`src/rtl/pswd_pkg.sv`:
```
package pswd_pkg;

  // Width of the prescaler down-counter, sized for the largest modulus (33).
  localparam int PRE_W = $clog2(33);

  // Strobes passed from the control half to the counting half.
  typedef struct packed {
    logic tick;      // prescaler period ends this cycle
    logic endCycle;  // main count ends: raise the output pulse
    logic reload;    // reload both counters (end of period or first start)
  } dpStrobe_t;

  // Lower modulus P for a select code; code 3 is refused before it gets here.
  function automatic logic [PRE_W-1:0] lowModulus(input logic [1:0] sel);
    case (sel)
      2'd0:    lowModulus = PRE_W'(8);
      2'd1:    lowModulus = PRE_W'(16);
      default: lowModulus = PRE_W'(32);
    endcase
  endfunction

endpackage

```
`src/rtl/pswd_ctrl.sv`:
```
module pswd_ctrl
  import pswd_pkg::*;
#(
  parameter int BW     = 13,
  parameter int AW     = 5,
  parameter int MinB   = 3,
  parameter int DefB   = 16,
  parameter int DefA   = 0,
  parameter int DefSel = 0
) (
  input  logic             clk,
  input  logic             rst,
  input  logic             loadStb,
  input  logic [1:0]       selIn,
  input  logic [BW-1:0]    bIn,
  input  logic [AW-1:0]    aIn,
  input  logic             preZero,
  input  logic             bIsOne,
  input  logic             bIsZero,
  output dpStrobe_t        strobe,
  output logic [BW-1:0]    rldB,
  output logic [AW-1:0]    rldA,
  output logic [PRE_W-1:0] rldP,
  output logic             cfgInvalid
);

  logic          cfgOk, acceptLd;
  logic [BW-1:0] actB, pendB;
  logic [AW-1:0] actA, pendA;
  logic [1:0]    actSel, pendSel;
  logic          pendV;

  // Legal setting: a real prescaler pair, B at least the minimum, A not above B.
  assign cfgOk = (selIn != 2'd3) && (bIn >= BW'(MinB)) &&
                 ({{(BW-AW){1'b0}}, aIn} <= bIn);
  assign acceptLd = loadStb && cfgOk;

  assign strobe.tick     = preZero;
  assign strobe.endCycle = preZero && bIsOne;
  assign strobe.reload   = preZero && (bIsOne || bIsZero);

  // Values that the counters take on the next reload.
  assign rldB = pendV ? pendB : actB;
  assign rldA = pendV ? pendA : actA;
  assign rldP = lowModulus(pendV ? pendSel : actSel);

  always_ff @(posedge clk) begin
    if (rst) begin
      actB       <= BW'(DefB);
      actA       <= AW'(DefA);
      actSel     <= 2'(DefSel);
      pendB      <= '0;
      pendA      <= '0;
      pendSel    <= '0;
      pendV      <= 1'b0;
      cfgInvalid <= 1'b0;
    end else begin
      cfgInvalid <= loadStb && !cfgOk;
      if (acceptLd) begin
        pendB   <= bIn;
        pendA   <= aIn;
        pendSel <= selIn;
      end
      // A new accepted load wins over the reload that consumes the old one.
      pendV <= acceptLd || (pendV && !strobe.reload);
      if (strobe.reload && pendV) begin
        actB   <= pendB;
        actA   <= pendA;
        actSel <= pendSel;
      end
    end
  end

  // a refused load never arms the holding register.
  a_r3_refused_not_pending: assert property (@(posedge clk) disable iff (rst)
    (loadStb && !cfgOk && !pendV) |=> !pendV);

  // the refusal flag only follows a strobe.
  a_r3_flag_after_strobe: assert property (@(posedge clk) disable iff (rst)
    cfgInvalid |-> $past(loadStb));

  // the active setting moves only on a period boundary.
  a_r4_active_at_boundary: assert property (@(posedge clk) disable iff (rst)
    !strobe.reload |=> ($stable(actB) && $stable(actA) && $stable(actSel)));

endmodule

```
`src/rtl/pswd_dp.sv`:
```
module pswd_dp
  import pswd_pkg::*;
#(
  parameter int BW = 13,
  parameter int AW = 5
) (
  input  logic             clk,
  input  logic             rst,
  input  dpStrobe_t        strobe,
  input  logic [BW-1:0]    rldB,
  input  logic [AW-1:0]    rldA,
  input  logic [PRE_W-1:0] rldP,
  output logic             preZero,
  output logic             bIsOne,
  output logic             bIsZero,
  output logic             divOut,
  output logic             modHigh
);

  logic [PRE_W-1:0] preCnt, curP;
  logic [BW-1:0]    bCnt;
  logic [AW-1:0]    aCnt, aNext;

  assign preZero = (preCnt == '0);
  assign bIsOne  = (bCnt == BW'(1));
  assign bIsZero = (bCnt == '0);
  // Swallow counter stops at zero; the prescaler then stays at P.
  assign aNext   = (aCnt != '0) ? aCnt - AW'(1) : '0;

  always_ff @(posedge clk) begin
    if (rst) begin
      preCnt  <= '0;
      curP    <= '0;
      bCnt    <= '0;
      aCnt    <= '0;
      modHigh <= 1'b1;
      divOut  <= 1'b0;
    end else begin
      divOut <= strobe.endCycle;
      if (strobe.reload) begin
        bCnt    <= rldB;
        aCnt    <= rldA;
        curP    <= rldP;
        modHigh <= (rldA != '0);
        // Loading P counts P+1 cycles; loading P-1 counts P cycles.
        preCnt  <= (rldA != '0) ? rldP : rldP - PRE_W'(1);
      end else if (strobe.tick) begin
        bCnt    <= bCnt - BW'(1);
        aCnt    <= aNext;
        modHigh <= (aNext != '0);
        preCnt  <= (aNext != '0) ? curP : curP - PRE_W'(1);
      end else begin
        preCnt <= preCnt - PRE_W'(1);
      end
    end
  end

  // the output pulse lasts a single cycle.
  a_r2_single_cycle: assert property (@(posedge clk) disable iff (rst)
    divOut |=> !divOut);

  // the swallow count never exceeds the main count.
  a_r1_swallow_bounded: assert property (@(posedge clk) disable iff (rst)
    ({{(BW-AW){1'b0}}, aCnt} <= bCnt));

  // the modulus control leaves reset at P+1.
  a_r7_mod_after_reset: assert property (@(posedge clk) disable iff (rst)
    $past(rst) |-> modHigh);

  // a pulse is raised only after the main count has run out.
  a_r2_pulse_at_expiry: assert property (@(posedge clk) disable iff (rst)
    divOut |-> (bCnt != '0));

endmodule

```
`src/rtl/pswallow_divider.sv`:
```
module pswallow_divider
  import pswd_pkg::*;
#(
  parameter int BW     = 13,
  parameter int AW     = 5,
  parameter int MinB   = 3,
  parameter int DefB   = 16,
  parameter int DefA   = 0,
  parameter int DefSel = 0
) (
  input  logic          clk,
  input  logic          rst,
  input  logic          loadStb,
  input  logic [1:0]    preSel,
  input  logic [BW-1:0] bLoad,
  input  logic [AW-1:0] aLoad,
  output logic          divOut,
  output logic          modHigh,
  output logic          cfgInvalid
);

  dpStrobe_t        strobe;
  logic [BW-1:0]    rldB;
  logic [AW-1:0]    rldA;
  logic [PRE_W-1:0] rldP;
  logic             preZero, bIsOne, bIsZero;

  pswd_ctrl #(
    .BW(BW), .AW(AW), .MinB(MinB), .DefB(DefB), .DefA(DefA), .DefSel(DefSel)
  ) uCtrl (
    .clk(clk), .rst(rst), .loadStb(loadStb), .selIn(preSel),
    .bIn(bLoad), .aIn(aLoad), .preZero(preZero), .bIsOne(bIsOne),
    .bIsZero(bIsZero), .strobe(strobe), .rldB(rldB), .rldA(rldA),
    .rldP(rldP), .cfgInvalid(cfgInvalid)
  );

  pswd_dp #(.BW(BW), .AW(AW)) uDp (
    .clk(clk), .rst(rst), .strobe(strobe), .rldB(rldB), .rldA(rldA),
    .rldP(rldP), .preZero(preZero), .bIsOne(bIsOne), .bIsZero(bIsZero),
    .divOut(divOut), .modHigh(modHigh)
  );

endmodule

```
`config.mk`:
```
export PLATFORM = sky130hd
export DESIGN_NAME = pswallow_divider
export DESIGN_NICKNAME = d
export VERILOG_FILES = /design/src/rtl/pswd_pkg.sv /design/src/rtl/pswd_ctrl.sv /design/src/rtl/pswd_dp.sv /design/src/rtl/pswallow_divider.sv
export SDC_FILE = /design/constraint.sdc
export NUM_CORES = 1
export LEC_CHECK = 0
export ABC_AREA = 1
export BUFFER_PORTS_ARGS = -buffer_cell sky130_fd_sc_hd__buf_2
export CAP_MARGIN = 5
export CELL_PAD_IN_SITES_DETAIL_PLACEMENT = 1
export CELL_PAD_IN_SITES_GLOBAL_PLACEMENT = 2
export CORE_ASPECT_RATIO = 1.4
export CORE_MARGIN = 5
export CORE_UTILIZATION = 34
export CTS_CLUSTER_DIAMETER = 40
export DETAILED_ROUTE_END_ITERATION = 6
export GPL_TIMING_DRIVEN = 0
export PLACE_DENSITY = 0.79
export SLEW_MARGIN = 10
export SYNTH_ARGS = -nofsm -noshare
export SYNTH_HDL_FRONTEND = slang
export SYNTH_SLANG_ARGS = --single-unit
export TNS_END_PERCENT = 1
```
`constraint.sdc`:
```
create_clock -name clk -period 1.8 [get_ports clk]
set_input_delay 0.27 -clock clk [delete_from_list [all_inputs] [get_ports clk]]
set_output_delay 0.27 -clock clk [all_outputs]
set_load 0.05 [all_outputs]
```
==> results of run 1 <==
==> cell type report <==
class,count,area (um2)
Fill cell,1473,6570
Multi-Input combinational cell,379,2050
Sequential cell,71,1430
Inverter,120,458
Clock buffer,9,225
Timing Repair Buffer,33,195
Tap cell,144,180
Buffer,26,170
Clock inverter,6,62.6
==> cells in the final DEF (no fill, tap or decap), drive strengths merged <==
cell type  count
nand2        135
inv          119
dfxtp         71
a21oi         50
buf           50
nor2          49
nand3         48
o21ai         36
clkbuf        18
o211ai        13
xor2          12
ha            12
nand4          6
nor3           5
a211oi         4
clkinvlp       3
clkinv         3
a31oi          2
a22oi          1
nor4b          1
o22ai          1
and2           1
xnor2          1
nand3b         1
o21a           1
bufinv         1
==> metal layers <==
layer / track usage / up-vias / routed length (um)
li1: - / 1954 / -
met4: 0.0636 / 0 / 257
met5: 0 / - / 0
met1: 0.193 / 1761 / 4730
met2: 0.337 / 51 / 6440
met3: 0.0329 / 18 / 306
==> sequential cells by signal, indices dropped and copies added (netlist names) <==
signal	count
uCtrl.pendV	1
uDp.modHigh	1
uDp.aCnt	5
uDp.preCnt	6
uCtrl.pendSel	2
uCtrl.actB	13
uCtrl.pendA	5
uDp.divOut	1
uDp.curP	3
uDp.bCnt	13
uCtrl.cfgInvalid	1
uCtrl.actSel	2
uCtrl.actA	5
uCtrl.pendB	13
==> through the flow <==
stage	std cells	cell area [um2]	setup TNS (ns)	hold slack (ns)	setup WS (ns)
4_1_cts	783	4610	-0.0696	0.256	-0.0226
3_3_place_gp	764	4250	-4.41	0.433	-0.227
5_1_grt	788	4770	-0.712	0.296	-0.0776
3_5_place_dp	764	4250	-6.96	0.443	-0.228
2_1_floorplan	596	3950	0	0.420	0.195
6_report	788	4770	0	0.262	0.0432
==> power breakdown <==
part	total (W)	switching (W)	internal, W
sequential	0.00215	0.000247	0.00190
clock	0.00175	0.000691	0.00106
combinational	0.00385	0.00239	0.00146
==> critical path, delay by kind of cell, from the launching register on <==
| family | cells | cell delay, ns |
|---|---|---|
| flip-flops | 1 | 0.37 |
| AND/OR/NAND/NOR | 2 | 0.22 |
| buffers and inverters | 4 | 0.37 |
| AO/OA/AOI/OAI | 3 | 0.57 |
| adder cells (fa/ha/maj) | 1 | 0.13 |
==> path summary, 6_finish.rpt <==
kind,startpoint,endpoint,slack [ns]
max,uDp.bCnt[0]$_SDFFE_PP0P_,uDp.bCnt[3]$_SDFFE_PP0P_,0.04
min,loadStb,uCtrl.pendA[0]$_SDFFE_PP0P_,0.26
max reg2reg,uDp.bCnt[0]$_SDFFE_PP0P_,uDp.bCnt[3]$_SDFFE_PP0P_,0.04
min reg2reg,uCtrl.actA[3]$_SDFFE_PP0P_,uCtrl.actA[3]$_SDFFE_PP0P_,0.45
==> cell usage after synthesis, types with 2 or more instances <==
master      n
dfxtp_1    71
clkbuf_1    6
inv_1     114
nor2_1     43
o211ai_1   13
nand2_2     7
a31oi_1     2
nor3_1      5
nand2_1   127
a21oi_1    50
buf_2      12
o21ai_1     2
nand3_1    48
inv_2       5
a211oi_1    3
o21ai_0    34
nor2_2      2
nand4_1     5
ha_1       12
buf_4       2
nor2_4      4
xor2_1     12
buf_1       3
buf_6       2
==> kinds of logic after synthesis <==
group | count (synthesis)
adder cells (fa/ha/maj) | 12
buffers and inverters | 146
XOR/XNOR | 13
AO/OA/AOI/OAI | 108
AND/OR/NAND/NOR | 246
flip-flops | 71
==> timing repair <==
item,in CTS,in global routing
pin swaps,7,13
resized for setup,17,43
endpoints found under the setup margin,44,64
buffers inserted,4,5
hold buffers,0,0
==> flow_metrics.tcl, run 1 <==
set metrics [dict create \
    outcome "finished, final reports clean" \
    synthXorXnorAreaFrac 0.0288 \
    whs_path_depth 4 \
    synth_cell_types 36 \
    synth_compound_area_frac 0.151 \
    netlist_area_um2 3950 \
    setup_viol 0 \
    synth_fa_ha_area_frac 0.0380 \
    final_core_util 0.420 \
    grt_pass1_vias 3941 \
    antenna_found_initial 0 \
    cts.path.max_buffers 2 \
    irDropWorstVdd_mv 0.422 \
    setup.worst_path.start_class "flop" \
    pwr_density_cell_nw_per_um2 1630 \
    worstPathRequired_ns 2.03 \
    die_area_um2 13900 \
    vias_per_cell 4.80 \
    htree_num_levels 3 \
    path_class "flop to flop" \
    grt_remaining_overflow 0 \
    io_pins 26 \
    ys_warn_count 0 \
    fin_worst_skew_ns 0.00444 \
    crit_path_end_kind "flop" \
    clk_pin_slew_ns 0.06 \
    root_buffer "clkbuf_16" \
    critical_path_arrival_ns 1.99 \
    drc 0 \
    synthSimpleGateAreaFrac 0.274 \
    drt_iter0_drc 72 \
    grt_pass1_wl_mm 19.2 \
    clk_latency_ns 0.34 \
    fmax_mhz 569 \
    synth-main-ff-cell "dfxtp_1" \
    worstRegToRegCells 10 \
    grt_setup_unrepaired "true" \
    max_slew.worst_pin.slew_ns 0.594 \
    yosysTopAreaCellShare 0.360 \
    period_minus_slack_ns 1.76 \
    cpMaxStageDelayCell "dfxtp_4" \
    maxSlewViolCount 0 \
    synth_top_family_by_area "simple AND/OR/NAND/NOR gates" \
    start_util 0.348 \
    syn_nets 631 \
    max_stage_delay_ns 0.37 \
    final-hold-violation-count 0 \
    synthArstFlopShare 0 \
    wirelength_mm 11.7 \
    dpl.hpwl_mm 9.15 \
    io_buffers 24 \
    synth_mux_area_frac 0 \
    area_growth_syn_to_layout_pct 20.6 \
    clkSinkCount 71 \
    crit_chain "inv_4 > ha_4 > inv_2 > a211oi_2 > nand2_4 > buf_4 > a21oi_1 > nand3_1 > o211ai_1 > inv_1" \
    crit_fanout 10 \
    period_share 0.976 \
    syn_inst 596 \
    vias 3784 \
    synth_largest_area_cell "dfxtp_1" \
    diodes 0 \
    die_height_um 138 \
    nets 675 \
    hold_class "input port to flop" \
    yosys-top-cells-area "dfxtp_1, nand2_1, inv_1" \
    drtPass1Iterations 4 \
    rows 46 \
    ys_ff_latch 71 \
    max-cap-violations 0 \
    grt_max_degree 13 \
    die_w_um 101 \
    cts_tree "done" \
    grt_usage 0.178 \
    p_leak_nw 2.26 \
    cts_buffers 9 \
    core_area_um2 11300 \
    postRouteAntennaNets 0 \
    slew_headroom 0.604 \
    gp_congestion 0.782 \
    routedWlPerCell_um 14.9 \
    drive_gt1_frac 0.177 \
    syn_avg_cell_area_um2 6.63 \
    finalPower_w 0.00775 \
    yosysSeqAreaShare 0.360 \
    synth-edff-count 0 \
]
(Power assumes the default switching activity.)
==> run 2: changes to the inputs <==
--- a/config.mk
+++ b/config.mk
@@ -16,7 +16,7 @@
 export CTS_CLUSTER_DIAMETER = 40
 export DETAILED_ROUTE_END_ITERATION = 6
 export GPL_TIMING_DRIVEN = 0
-export PLACE_DENSITY = 0.79
+export PLACE_DENSITY_LB_ADDON = 0.12
 export SLEW_MARGIN = 10
 export SYNTH_ARGS = -nofsm -noshare
 export SYNTH_HDL_FRONTEND = slang
==> run 2 against run 1 <==
Effect of this change:
- combinational power about the same
- non-clock buffer count is the same
- critical path depth did not move
- worst setup slack gained 0.025 ns
- cell count rose by 0.13%
- via count is 0.13% lower
- largest power group unchanged
- routed wire length down 0.56%
- clock skew rose by 0.0018 ns
- clock-buffer cell count is 1 higher
- sequential cell count unchanged
==> flow_metrics.tcl, run 2 (synthesized netlist as in run 1, its figures left out) <==
set metrics [dict create \
    path_delay_family "compound AO/OA/AOI/OAI gates" \
    setup_viol 0 \
    hold_class "input port to flop" \
    clk_latency_ns 0.33 \
    vias 3779 \
    drc 0 \
    drive_gt1_frac 0.194 \
    final_cell_mix "nand2_1, inv_1, dfxtp_1" \
    slew_headroom 0.555 \
    grt_pass1_wl_mm 19.1 \
    pwr_density_cell_nw_per_um2 1650 \
    layout_commonest_cell "nand2_1" \
    dpl.hpwl_mm 9.08 \
    wirelength_mm 11.7 \
    use_met3 0.0289 \
    cts_buffers 9 \
    die_area_um2 13900 \
    cpMaxStageDelayCell "dfxtp_4" \
    top_usage_layer "met2" \
    area_growth_syn_to_layout_pct 22.4 \
    grt_pass1_vias 3798 \
    grt_max_degree 13 \
    nets 675 \
    grtUsageMet1 0.200 \
    cts.path.max_buffers 2 \
    clkSinkCount 71 \
    drtPass1Iterations 4 \
    rows 46 \
    max_stage_delay_ns 0.37 \
    start_util 0.348 \
    period_share 0.962 \
    drt_iter0_drc 99 \
    irDropWorstVdd_mv 0.476 \
    clk_pin_slew_ns 0.06 \
    place_area_um2 4250 \
    critPathBufInv 4 \
    core_area_um2 11300 \
    p_leak_nw 2.32 \
    cp_common_cell "o211ai_1" \
    critical_path_arrival_ns 1.95 \
    final-hold-violation-count 0 \
    maxSlewViolCount 0 \
    period_minus_slack_ns 1.73 \
    crit_end "uDp.bCnt[6]$_SDFFE_PP0P_" \
    cp_num_cells 10 \
    outcome "finished, final reports clean" \
    largest_registers "uCtrl.actB: 13 flops, uCtrl.pendB: 13 flops, uDp.bCnt: 13 flops" \
    crit_path_end_kind "flop" \
    grt_setup_unrepaired "true" \
    max_slew.worst_pin.slew_ns 0.668 \
    worstRegToRegCells 10 \
    worstSetupStartpoint "uDp.bCnt[0]$_SDFFE_PP0P_" \
    vias_per_cell 4.79 \
    placed_cells 764 \
    path_class "flop to flop" \
    grt_remaining_overflow 0 \
    cts_tree "done" \
    r2r-start "uDp.bCnt[0]$_SDFFE_PP0P_" \
    root_buffer "clkbuf_16" \
    r2r-end "uDp.bCnt[6]$_SDFFE_PP0P_" \
    diodes 0 \
    stdcell_count 789 \
    ctsHoldBuffers 0 \
    io_pins 26 \
    ff2ff_setup_slack_ns 0.07 \
    worstPathRequired_ns 2.02 \
    htree_num_levels 3 \
    fin_worst_skew_ns 0.00626 \
    die_height_um 138 \
    setup.worst_path.start_class "flop" \
    final_area_um2 4840 \
    crit_chain "inv_4 > ha_2 > inv_2 > a211oi_4 > nand2_4 > buf_2 > o211ai_1 > nand3_2 > o211ai_1 > inv_1" \
    grt_usage 0.176 \
    crit_fanout 10 \
    routedWlPerCell_um 14.8 \
    whs_path_depth 4 \
    grtUsageMet2 0.328 \
    fmax_mhz 578 \
    antenna_found_initial 0 \
    die_w_um 101 \
    io_buffers 24 \
    gp_congestion 0.784 \
    postRouteAntennaNets 0 \
    max-cap-violations 0 \
]
==> run 2: metal layers <==
metal | vias to the layer above | wire length (um)
li1 | 1957 | -
met3 | 15 | 278
met4 | 0 | 212
met2 | 55 | 6120
met1 | 1752 | 5050
met5 | - | 0
==> run 2: tightest hold or removal path: cells and delay by family <==
kind          cells  cell delay [ns]
buf+inv           1             0.12
simple gates      3             0.17
==> run 2: where the power goes <==
group          switching, W  leakage [nW]  internal [W]
Sequential         0.000256         0.583       0.00190
Combinational       0.00242          1.57       0.00146
Clock              0.000679         0.162       0.00125
==> run 2: final cells by class <==
cell class              instances  area, um2
plain buffers                  26        165
multi-input cells             379       2100
well taps                     144        180
inverters                     120        455
fillers                      1473       6500
repair buffers                 33        191
clock buffers                  10        239
flip-flops and latches         71       1430
clock inverters                 6       83.8
==> run 2: repair_timing <==
| action | CTS | global route |
|---|---|---|
| setup buffers | 3 | 6 |
| pin swaps | 5 | 8 |
| gates resized for setup | 21 | 47 |
| hold endpoints to repair | 0 | 0 |
| setup endpoints to repair | 44 | 64 |
==> run 2: how the worst min path moves through the flow <==
stage | endpoint | startpoint | slack (ns)
floorplan | uCtrl.actSel[1]$_SDFFE_PP0P_ | uCtrl.actSel[1]$_SDFFE_PP0P_ | 0.42
global placement | uCtrl.actSel[1]$_SDFFE_PP0P_ | uCtrl.actSel[1]$_SDFFE_PP0P_ | 0.43
detailed placement | uCtrl.actA[4]$_SDFFE_PP0P_ | uCtrl.actA[4]$_SDFFE_PP0P_ | 0.44
CTS | uCtrl.pendA[0]$_SDFFE_PP0P_ | loadStb | 0.27
global route | uCtrl.pendA[0]$_SDFFE_PP0P_ | loadStb | 0.30
finish | uCtrl.pendA[0]$_SDFFE_PP0P_ | loadStb | 0.27
==> run 2: through the flow <==
step	total power [W]	hold WS, ns	utilization	setup WS, ns	TNS [ns]
floorplan	0.00464	0.420	-	0.195	0
global route	0.00859	0.304	0.427	-0.0510	-0.421
global placement	0.00542	0.433	0.375	-0.235	-5.54
CTS	0.00759	0.266	0.409	-0.0741	-0.187
finish	0.00796	0.274	0.427	0.0685	0
detailed placement	0.00548	0.443	0.375	-0.241	-7.79
